## config.mk

```make
export PLATFORM = sky130hd
export DESIGN_NAME = wdog_multi_src
export DESIGN_NICKNAME = d
export VERILOG_FILES = /design/src/rtl/wdog_pkg.sv /design/src/rtl/wdog_tick_sel.sv /design/src/rtl/wdog_base.sv /design/src/rtl/wdog_prescale.sv /design/src/rtl/wdog_multi_src.sv
export SDC_FILE = /design/constraint.sdc
export NUM_CORES = 1
export LEC_CHECK = 0
export ABC_CLOCK_PERIOD_IN_PS = 2800
export BUFFER_PORTS_ARGS = -buffer_cell sky130_fd_sc_hd__buf_4
export CAP_MARGIN = 20
export CORE_MARGIN = 1.5
export CORE_UTILIZATION = 60
export DETAILED_ROUTE_END_ITERATION = 6
export GPL_ROUTABILITY_DRIVEN = 0
export GPL_TIMING_DRIVEN = 0
export PLACE_DENSITY = 0.83
export SYNTH_ARGS = -nofsm -noshare
export SYNTH_HDL_FRONTEND = slang
export SYNTH_SLANG_ARGS = --single-unit
```

## constraint.sdc

```tcl
create_clock -name clk -period 2.8 [get_ports clk]
set_input_delay 0.28 -clock clk [delete_from_list [all_inputs] [get_ports clk]]
set_output_delay 0.28 -clock clk [all_outputs]
set_load 0.005 [all_outputs]
```

## src/rtl/wdog_pkg.sv

```systemverilog
package wdog_pkg;
  typedef enum logic [1:0] {
    SRC_OSC  = 2'd0,
    SRC_SYS4 = 2'd1,
    SRC_RTC  = 2'd2,
    SRC_NONE = 2'd3
  } wdog_src_e;
endpackage

```

## src/rtl/wdog_tick_sel.sv

```systemverilog
module wdog_tick_sel
  import wdog_pkg::*;
#(
  parameter int DIV_W = 2
) (
  input  logic       clk,
  input  logic       rst_n,
  input  logic       restart_i,
  input  wdog_src_e  sel_i,
  input  logic       osc_i,
  input  logic       rtc_i,
  output logic       tick_o
);
  localparam logic [DIV_W-1:0] DIV_MAX = {DIV_W{1'b1}};

  logic [DIV_W-1:0] div_q;
  logic             sys_tick;

  always_ff @(posedge clk or negedge rst_n) begin
    if (!rst_n)         div_q <= '0;
    else if (restart_i) div_q <= '0;
    else                div_q <= div_q + 1'b1;
  end

  assign sys_tick = (div_q == DIV_MAX);

  always_comb begin
    unique case (sel_i)
      SRC_OSC:  tick_o = osc_i;
      SRC_SYS4: tick_o = sys_tick;
      SRC_RTC:  tick_o = rtc_i;
      default:  tick_o = 1'b0;
    endcase
  end

  p_sys_spacing_r2: assert property (@(posedge clk) disable iff (!rst_n)
    (sel_i == SRC_SYS4 && tick_o && !restart_i) |=> !tick_o);
endmodule

```

## src/rtl/wdog_base.sv

```systemverilog
module wdog_base #(
  parameter int BASE_W = 8
) (
  input  logic clk,
  input  logic rst_n,
  input  logic restart_i,
  input  logic tick_i,
  output logic ovf_o
);
  localparam logic [BASE_W-1:0] BASE_MAX = {BASE_W{1'b1}};

  logic [BASE_W-1:0] cnt_q;

  always_ff @(posedge clk or negedge rst_n) begin
    if (!rst_n)         cnt_q <= '0;
    else if (restart_i) cnt_q <= '0;
    else if (tick_i)    cnt_q <= cnt_q + 1'b1;
  end

  assign ovf_o = tick_i && !restart_i && (cnt_q == BASE_MAX);

  p_wrap_zero_r3: assert property (@(posedge clk) disable iff (!rst_n)
    ovf_o |=> (cnt_q == '0));
  p_clr_zero_r7: assert property (@(posedge clk) disable iff (!rst_n)
    restart_i |=> (cnt_q == '0));
  p_hold_r3: assert property (@(posedge clk) disable iff (!rst_n)
    (!tick_i && !restart_i) |=> $stable(cnt_q));
endmodule

```

## src/rtl/wdog_prescale.sv

```systemverilog
module wdog_prescale #(
  parameter int RATIO_W = 3
) (
  input  logic               clk,
  input  logic               rst_n,
  input  logic               restart_i,
  input  logic               step_i,
  input  logic [RATIO_W-1:0] ratio_i,
  output logic               full_o
);
  localparam int PRE_W = (1 << RATIO_W) - 1;

  logic [PRE_W-1:0] cnt_q;
  logic [PRE_W-1:0] mask;

  for (genvar i = 0; i < PRE_W; i++) begin : g_mask
    assign mask[i] = (32'(ratio_i) > i);
  end

  always_ff @(posedge clk or negedge rst_n) begin
    if (!rst_n)         cnt_q <= '0;
    else if (restart_i) cnt_q <= '0;
    else if (step_i)    cnt_q <= cnt_q + 1'b1;
  end

  assign full_o = &(cnt_q | ~mask);

  p_step_r4: assert property (@(posedge clk) disable iff (!rst_n)
    (step_i && !restart_i) |=> (cnt_q == $past(cnt_q) + 1'b1));
  p_restart_r7: assert property (@(posedge clk) disable iff (!rst_n)
    restart_i |=> (cnt_q == '0));
endmodule

```

## src/rtl/wdog_multi_src.sv

```systemverilog
module wdog_multi_src
  import wdog_pkg::*;
#(
  parameter int BASE_W  = 8,
  parameter int RATIO_W = 3,
  parameter int DIV_W   = 2
) (
  input  logic               clk,
  input  logic               rst_n,
  input  logic               en,
  input  logic [1:0]         src_sel,
  input  logic [RATIO_W-1:0] ratio,
  input  logic               clr,
  input  logic               halt,
  input  logic               osc_tick,
  input  logic               rtc_tick,
  output logic               rst_req,
  output logic               wake_req
);
  wdog_src_e sel_now;
  wdog_src_e sel_q;
  logic      restart;
  logic      tick;
  logic      base_ovf;
  logic      pre_full;
  logic      expire;

  assign sel_now = wdog_src_e'(src_sel);

  always_ff @(posedge clk or negedge rst_n) begin
    if (!rst_n) sel_q <= SRC_OSC;
    else        sel_q <= sel_now;
  end

  assign restart = clr || !en || (sel_now != sel_q);

  wdog_tick_sel #(.DIV_W(DIV_W)) u_sel (
    .clk(clk), .rst_n(rst_n), .restart_i(restart), .sel_i(sel_now),
    .osc_i(osc_tick), .rtc_i(rtc_tick), .tick_o(tick)
  );

  wdog_base #(.BASE_W(BASE_W)) u_base (
    .clk(clk), .rst_n(rst_n), .restart_i(restart), .tick_i(tick), .ovf_o(base_ovf)
  );

  wdog_prescale #(.RATIO_W(RATIO_W)) u_pre (
    .clk(clk), .rst_n(rst_n), .restart_i(restart), .step_i(base_ovf),
    .ratio_i(ratio), .full_o(pre_full)
  );

  assign expire = base_ovf && pre_full;

  always_ff @(posedge clk or negedge rst_n) begin
    if (!rst_n) begin
      rst_req  <= 1'b0;
      wake_req <= 1'b0;
    end else begin
      rst_req  <= expire && !halt;
      wake_req <= expire && halt;
    end
  end

  p_rst_pulse_r5: assert property (@(posedge clk) disable iff (!rst_n)
    rst_req |=> !rst_req);
  p_wake_pulse_r6: assert property (@(posedge clk) disable iff (!rst_n)
    wake_req |=> !wake_req);
  p_halt_route_r6: assert property (@(posedge clk) disable iff (!rst_n)
    halt |=> !rst_req);
  p_disabled_quiet_r8: assert property (@(posedge clk) disable iff (!rst_n)
    !en |=> (!rst_req && !wake_req));
  p_clr_quiet_r7: assert property (@(posedge clk) disable iff (!rst_n)
    clr |=> (!rst_req && !wake_req));
  p_sel_change_r9: assert property (@(posedge clk) disable iff (!rst_n)
    (sel_now != sel_q) |=> (!rst_req && !wake_req));
endmodule

```

* Word level (Yosys, flattened, before mapping) *
Cells that the tools add are included.

word-level totals
  output and inout port bits = 2
  flip-flop bits (word level) = 21
  word-level logic and storage cells = 43
  input port bits = 12

cells by class
  $add $sub $neg = 3
  equal/unequal tests = 5
  reduce and logical (&&, ||, !) cells = 14
  magnitude comparators = 7
  multiplexer cells = 6
  bitwise logic cells = 2

operator list
  kind                   count
  $mux W8                2
  $mux W7                2
  $gt A3 B3 Y1 const B   3
  $add A8 B1 Y8 const B  1
  $eq A8 B8 Y1 const B   1
  $add A7 B1 Y7 const B  1
  $not A7 Y7             1
  $or A7 B7 Y7           1
  $reduce_and A7 Y1      1
  $gt A3 B1 Y1 const B   2
  $gt A3 B2 Y1 const B   2
  $logic_and A1 B1 Y1    5
  $eq A2 B2 Y1 const B   2
  $reduce_bool A2 Y1     2
  $logic_not A1 Y1       3
  $pmux W1 S3            1
  $add A2 B1 Y2 const B  1
  $eq A2 B1 Y1 const B   1
  $logic_not A2 Y1       1
  $logic_or A1 B1 Y1     2
  $mux W2                1
  $ne A2 B2 Y1           1

* Logic depth before layout (Yosys ltp) *
Gate-level depths: netlist of run 1.

  depth after elaboration = 8
  gate-level depth with buffers = 6
  gate-level depth less buffers = 5

* Hierarchy *
Synthesis of run 1 repeated with hierarchy kept, for this count alone.

unflattened totals
  cell total of the unflattened synthesis = 96
  area, all modules = 1016.0 sq um

modules (own cells, without submodules)
  module          times used  sequential area each (sq um)  cells each  area each (sq um)
  wdog_base       1           200.2                         39          404.1
  wdog_prescale   1           175.2                         39          376.6
  wdog_multi_src  1           100.1                         10          140.1
  wdog_tick_sel   1           50.0                          8           95.1

* Worst setup path after synthesis of run 1 *
Ideal clock, no wire load.

  path type = reg-to-reg
  from = reg sel_q[0]
  to = reg rst_req
  buffers on the path = 0
  clock period less this slack = 1.757 ns
  data arrival time = 1.656 ns
  stages on the path, launching flop included = 5
  slack = 1.043 ns
  data required time = 2.699 ns
  setup time = 0.101 ns
  cell sequence = dfrtp_1 -> xor2_1 -> or3_4 -> or4_4 -> nor4_1

on the way
  word-level cells in the longest chain between the ends = 7

ends and longest elaborated chain
  element                           line                  text
  start, declared                   wdog_multi_src.sv:21  wdog_src_e sel_q;
  start signal, assigned            wdog_multi_src.sv:32  else sel_q <= sel_now;
  $ne A2 B2 Y1                      wdog_multi_src.sv:35  assign restart = clr || !en || (sel_now != sel_q);
  $logic_or A1 B1 Y1                wdog_multi_src.sv:35
  $logic_not A1 Y1                  wdog_base.sv:20       assign ovf_o = tick_i && !restart_i && (cnt_q == BASE_MAX);
  $logic_and A1 B1 Y1 (2 in a row)  wdog_base.sv:20
  $logic_and A1 B1 Y1               wdog_multi_src.sv:51  assign expire = base_ovf && pre_full;
  $logic_and A1 B1 Y1               wdog_multi_src.sv:58  rst_req <= expire && !halt;
  end signal, assigned              wdog_multi_src.sv:58
  end, declared                     wdog_multi_src.sv:17  output logic rst_req,

No other way between the ends.
A chain may end at the register's enable or synchronous reset.

* Worst setup path after layout of run 1 *
  from = reg u_sel.div_q[0]
  to = reg u_pre.cnt_q[4]

on the way
  word-level cells in the longest chain between the ends = 5

ends and longest elaborated chain
  element                           line                 text
  start, declared                   wdog_tick_sel.sv:16  logic [DIV_W-1:0] div_q;
  start signal, assigned            wdog_tick_sel.sv:22  else div_q <= div_q + 1'b1;
  $eq A2 B2 Y1                      wdog_tick_sel.sv:25  assign sys_tick = (div_q == DIV_MAX);
  $pmux W1 S3                       wdog_tick_sel.sv:28  unique case (sel_i)
  $logic_and A1 B1 Y1 (2 in a row)  wdog_base.sv:20
  $reduce_bool A2 Y1 (no line)      --
  end signal, assigned              wdog_prescale.sv:23  else if (step_i) cnt_q <= cnt_q + 1'b1;
  end, declared                     wdog_prescale.sv:13  logic [PRE_W-1:0] cnt_q;

No other way between the ends.

==> flow_metrics.tcl, run 1 <==
set metrics [dict create \
    hold_violations 0 \
    drive_gt1_share_pct 14.1 \
    root_buffer "clkbuf_4" \
    synthToLayoutAreaGrowth_pct 14.5 \
    die_h_microns 46.6 \
    drc 0 \
    start_kind "flip-flop" \
    clk_pin_slew_ns 0.11 \
    ctsResizeCount 0 \
    antenna_found_initial 0 \
    min_path_type "primary input to flip-flop" \
    skew_ns 0.00325 \
    worst-slew-pin-transition_ns 0.906 \
    finalSetupViolations 0 \
    cts_tree "done" \
    layout_common_cells "dfrtp_1, buf_4, o21ai_0" \
    arrival_ns 2.19 \
    cts_setup_buffers 0 \
    die_w_microns 46.6 \
    grt_max_degree 22 \
    end_kind "flip-flop" \
    drv_cap 0 \
    dpl.hpwl_mm 1.67 \
    port_buffers 13 \
    power_density_nw_per_um2 381 \
    grt_first_pass_wirelength_mm 3.83 \
    grt_pass1_vias 891 \
    rows 15 \
    synth_area_per_cell_sq_um 9.76 \
    n_fill_cell 160 \
    rr_worst_depth 6 \
    path_class "flip-flop to flip-flop" \
    synth_ff_type "dfrtp_1" \
    fin_nets 151 \
    rrSetupSlack_ns 0.83 \
    cp_cell_sequence "ha_1, mux2_2, a22oi_1, clkbuf_1, o311ai_0, o31ai_1" \
    drtIter0Drc 20 \
    critical_path.max_stage_delay_ns 0.40 \
    hold_path_end "rst_req" \
    layout_commonest_cell "dfrtp_1" \
    drv_slew 0 \
    period_share_pct 70.2 \
    ios 14 \
    hold_depth 2 \
    leakage_nw 0.540 \
    vias 970 \
    slew_headroom_pct 39.2 \
    initial_utilization_pct 64.8 \
    slowest_stage "dfrtp_1" \
    clock_latency_ns 0.30 \
    syn_area_sq_um 1140 \
    synthCells 117 \
    clock.fmax_mhz 508 \
    ir_drop_uv 258 \
    htreeDepth 1 \
    fin_util_pct 74.1 \
    r2r-start "u_sel.div_q[0]" \
    grt-ovfl-total 0 \
    status "finished, final reports clean" \
    wire_per_inst_microns 14.2 \
    die-area_sq_um 2170 \
    async_flop_share_pct 100 \
    fp.coreArea_sq_um 1760 \
    antenna_cells 0 \
    clockBufferDepth 2 \
    clock_sinks 21 \
    vias_per_cell 6.06 \
    yosysWarnings 0 \
    grt_usage_pct 25.0 \
    ant_nets 0 \
    seq_area_frac_synth_pct 46.0 \
    crit_fanout 10 \
    tns_ns 0 \
    ctsHoldBuffers 1 \
    numCtsBuffers 3 \
    total_power_mw 0.498 \
    syn_nets 132 \
    routed_wl_mm 2.27 \
    cp.required_ns 3.02 \
    synth_seq_cells 21 \
    ys_types 35 \
    rr_endpoint "u_pre.cnt_q[4]" \
    rsz0062_at_grt "no" \
    firstDrtPassIters 4 \
    synth_edf_count 0 \
    hold_start "halt" \
    fin_crit_ns 1.97 \
]
==> per-stage QoR <==
| stage | std cells | instance area [sq um] | hold WS [ns] | setup WS, ns |
|---|---|---|---|---|
| detailed placement | 155 | 1270 | 0.178 | 0.832 |
| floorplan | 117 | 1140 | -0.0156 | 1.04 |
| finish | 160 | 1310 | 0.130 | 0.833 |
| global placement | 155 | 1270 | 0.174 | 0.897 |
| global route | 160 | 1310 | 0.129 | 0.682 |
| CTS | 160 | 1310 | 0.127 | 0.836 |
==> final cells by class <==
type                            instances  area, sq um  area share [%]
Buffer                                  2         7.51           0.574
Multi-Input combinational cell         88          587            44.9
Timing Repair Buffer                   14          108            8.23
Inverter                                6         22.5            1.72
Tap cell                               25         31.3            2.39
Clock buffer                            4         26.3            2.01
Sequential cell                        21          526            40.2
==> synthesized netlist by cell type (all sizes together) (3+ instances only) <==
cell type / count / area share, %
inv: 6 / 2.0
dfrtp: 21 / 46
nand3: 6 / 2.6
nor4: 3 / 1.6
nand2b: 5 / 2.7
a21oi: 8 / 3.5
nand2: 5 / 1.6
mux2i: 4 / 3.5
nor2: 5 / 1.6
or3: 8 / 4.8
o21ai: 10 / 4.4
ha: 3 / 3.3
==> layer usage <==
| layer | part of all wire (%) | routed length (microns) | GRT usage, % |
|---|---|---|---|
| met3 | 3.0 | 68 | 2.35 |
| met5 | 0 | 0 | 0 |
| met4 | 1.2 | 27 | 8.33 |
| met2 | 50 | 1150 | 44.2 |
| met1 | 45 | 1030 | 31.8 |
==> worst max-delay path: cells and delay by family (launching register included) <==
family	cells	cell delay (ns)
multiplexers	1	0.28
buffers and inverters	1	0.35
AO/OA/AOI/OAI	3	0.63
flip-flops	1	0.40
adder cells (fa/ha/maj)	1	0.22
==> worst max path at each step <==
stage / from / end
final: u_sel.div_q[0] / u_pre.cnt_q[4]
after global routing: u_sel.div_q[0] / u_pre.cnt_q[4]
after CTS: u_sel.div_q[0] / u_pre.cnt_q[4]
after floorplan: sel_q[0] / rst_req
after detailed placement: src_sel[0] / wake_req
after global placement: u_sel.div_q[0] / u_pre.cnt_q[4]
==> cell families (layout without fill, tap and decap cells) <==
group | after synthesis | in the layout | synth area share, %
fa+ha+maj | 3 | 3 | 3.29
compound gates | 29 | 29 | 15.6
simple gates | 47 | 47 | 25.0
xor+xnor | 4 | 4 | 3.07
flops | 21 | 21 | 46.0
buf+inv | 8 | 26 | 2.63
mux | 5 | 5 | 4.49
==> where the power goes <==
part	switching [mW]	total (mW)	internal, mW	leakage [nW]
logic	0.0250	0.0459	0.0208	0.236
registers	0.00126	0.307	0.305	0.289
clock network	0.0894	0.145	0.0556	0.0150
total	0.116	0.498	0.382	0.540
==> registers in the layout (all words and copies together), names as in the netlist <==
signal and cells:
rst_req 1, sel_q 2, u_base.cnt_q 8, u_pre.cnt_q 7, u_sel.div_q 2, wake_req 1
No activity file was read; power rests on OpenSTA's default activity.
==> inputs of run 2 (changes only) <==
ABC_AREA = 1   (was unset)
ABC_CLOCK_PERIOD_IN_PS = 1800   (was 2800)
CORE_UTILIZATION = 51   (was 60)
PLACE_DENSITY = 0.75   (was 0.83)
clock period = 1.8 ns   (was 2.8 ns; I/O delays follow)
==> flow_metrics.tcl, run 2 <==
set metrics [dict create \
    status "finished, final reports clean" \
    top_register "u_base.cnt_q" \
    synth_seq_cells 21 \
    end_kind "flip-flop" \
    period_share_pct 83.7 \
    leakage_nw 0.785 \
    place_area_sq_um 1370 \
    ys_types 25 \
    hold_depth 4 \
    synth_area_per_cell_sq_um 7.82 \
    port_buffers 13 \
    synthCells 158 \
    wire_per_inst_microns 10.8 \
    cp.required_ns 2.01 \
    ios 14 \
    drtIter0Drc 9 \
    rr_worst_depth 6 \
    grt_pass1_vias 940 \
    layout_commonest_cell "nand2_1" \
    synthTopCellsByArea "dfrtp_1, nand2_1, inv_1" \
    dpl.hpwl_mm 1.68 \
    die_h_microns 52.2 \
    clockBufferDepth 2 \
    finalSetupViolations 0 \
    fin_crit_ns 1.51 \
    largest_reg_flops 8 \
    fin_nets 195 \
    drv_cap 0 \
    die-area_sq_um 2730 \
    syn_nets 173 \
    n_fill_cell 204 \
    initial_utilization_pct 54.8 \
    tns_ns 0 \
    antenna_cells 0 \
    root_buffer "clkbuf_4" \
    antenna_found_initial 0 \
    drive_gt1_share_pct 19.6 \
    rrSetupSlack_ns 0.29 \
    skew_ns 0.00541 \
    yosysWarnings 0 \
    start_kind "flip-flop" \
    rr_endpoint "u_pre.cnt_q[3]" \
    fp.coreArea_sq_um 2250 \
    layout_common_cells "nand2_1, dfrtp_1, inv_1" \
    rows 17 \
    timing.hold.ws_ns 0.142 \
    cts_tree "done" \
    vias 1034 \
    hold_start "ratio[2]" \
    drv_slew 0 \
    fin_util_pct 63.7 \
    path_class "flip-flop to flip-flop" \
    synthMostInstantiatedCell "nand2_1" \
    largest_registers "u_base.cnt_q (8), u_pre.cnt_q (7)" \
    grt_max_degree 22 \
    ir_drop_uv 469 \
    die_w_microns 52.2 \
    numCtsBuffers 3 \
    hold_path_end "wake_req" \
    synth_largest_area_cell "dfrtp_1" \
    vias_per_cell 5.00 \
    netlist_top_cells_count "nand2_1, dfrtp_1, inv_1" \
    min_path_type "primary input to flip-flop" \
    async_flop_share_pct 100 \
    ctsResizeCount 0 \
    clock_latency_ns 0.31 \
    htreeDepth 1 \
    grt-ovfl-total 0 \
    clock_sinks 21 \
    firstDrtPassIters 4 \
    routed_wl_mm 2.24 \
    worst-slew-pin-transition_ns 0.319 \
    clk_pin_slew_ns 0.12 \
    clock.fmax_mhz 664 \
    seq_area_frac_synth_pct 42.5 \
    finish.instance_area_sq_um 1440 \
    synth_top_area_share_pct 42.5 \
    grt_usage_pct 20.1 \
    syn_area_sq_um 1240 \
    slew_headroom_pct 78.6 \
    r2r-start "u_base.cnt_q[0]" \
    synth_edf_count 0 \
    arrival_ns 1.72 \
    ant_nets 0 \
    synth_ff_type "dfrtp_1" \
    drc 0 \
    synthToLayoutAreaGrowth_pct 16.1 \
    power_density_nw_per_um2 556 \
    rsz0062_at_grt "no" \
    crit_fanout 7 \
    grt_first_pass_wirelength_mm 3.98 \
    hold_violations 0 \
]
## run 2: cell count changes after synthesis, sizes merged, moves of 4 or more
cell | before | now
nand2 | 5 | 60
nor2 | 5 | 18
inv | 6 | 18
or3 | 8 | 0
mux2i | 4 | 0
nand2b | 5 | 1
nand3 | 6 | 10
## run 2: kinds of logic (layout without fill, tap and decap cells)
group / after synthesis / in the layout / share of synthesized area (%)
AOI/OAI and AO/OA: 15 / 15 / 6.78
xor gates and xnor gates: 6 / 6 / 4.25
adders and majority gates: 3 / 3 / 3.04
buffers and inverters: 19 / 40 / 5.87
DFF: 21 / 21 / 42.5
and+or+nand+nor: 94 / 94 / 37.6
## run 2: how the worst max path moves through the flow
stage                          from        endpoint  slack [ns]
detailed placement  u_base.cnt_q[0]  u_pre.cnt_q[3]        0.31
CTS                 u_base.cnt_q[0]  u_pre.cnt_q[6]        0.28
global placement    u_base.cnt_q[0]  u_pre.cnt_q[6]        0.32
finish              u_base.cnt_q[0]  u_pre.cnt_q[3]        0.29
floorplan           u_base.cnt_q[0]  u_pre.cnt_q[3]        0.51
global route        u_base.cnt_q[0]  u_pre.cnt_q[6]        0.13
## run 2: cell type report
cell class	instances	area, sq um	area share [%]
Buffer	1	5.00	0.349
Timing Repair Buffer	17	138	9.59
Multi-Input combinational cell	118	638	44.5
Tap cell	28	35.0	2.44
Sequential cell	21	526	36.6
Clock buffer	4	26.3	1.83
Inverter	18	67.6	4.71
## run 2: repair_timing
| action | CTS | global route |
|---|---|---|
| endpoints found under the setup margin | 0 | 0 |
| setup buffers | 0 | 0 |
| hold endpoints to repair | 24 | 0 |
| hold buffers | 4 | 0 |
## run 2: metal layers
| layer | vias up | part of all wire, % | wire length, microns | track usage, % |
|---|---|---|---|---|
| li1 | 539 | - | - | - |
| met1 | 476 | 46 | 1040 | 25.4 |
| met2 | 14 | 49 | 1110 | 32.9 |
| met3 | 5 | 2.0 | 44 | 3.43 |
| met4 | 0 | 2.1 | 48 | 10.3 |
| met5 | - | 0 | 0 | 0 |
## run 2: report_power, final
part | internal, mW | switching [mW]
sequential | 0.475 | 0.00254
clock | 0.0866 | 0.147
combinational | 0.0355 | 0.0508
total | 0.597 | 0.200
## run 2: through the flow
| step | power [mW] | instances | setup slack [ns] |
|---|---|---|---|
| global placement | 0.565 | 199 | 0.316 |
| global route | 0.838 | 207 | 0.131 |
| finish | 0.797 | 207 | 0.294 |
| detailed placement | 0.568 | 199 | 0.307 |
| CTS | 0.811 | 207 | 0.281 |
| floorplan | 0.528 | 158 | 0.507 |
## run 2: worst max-delay path, cell delays in order (launching register included)
cell and delay, ns:
dfrtp_1 0.42, ha_1 0.21, nand3_1 0.16, nor3_1 0.30, a21oi_2 0.18, nand2_1 0.09
nand2_1 0.05
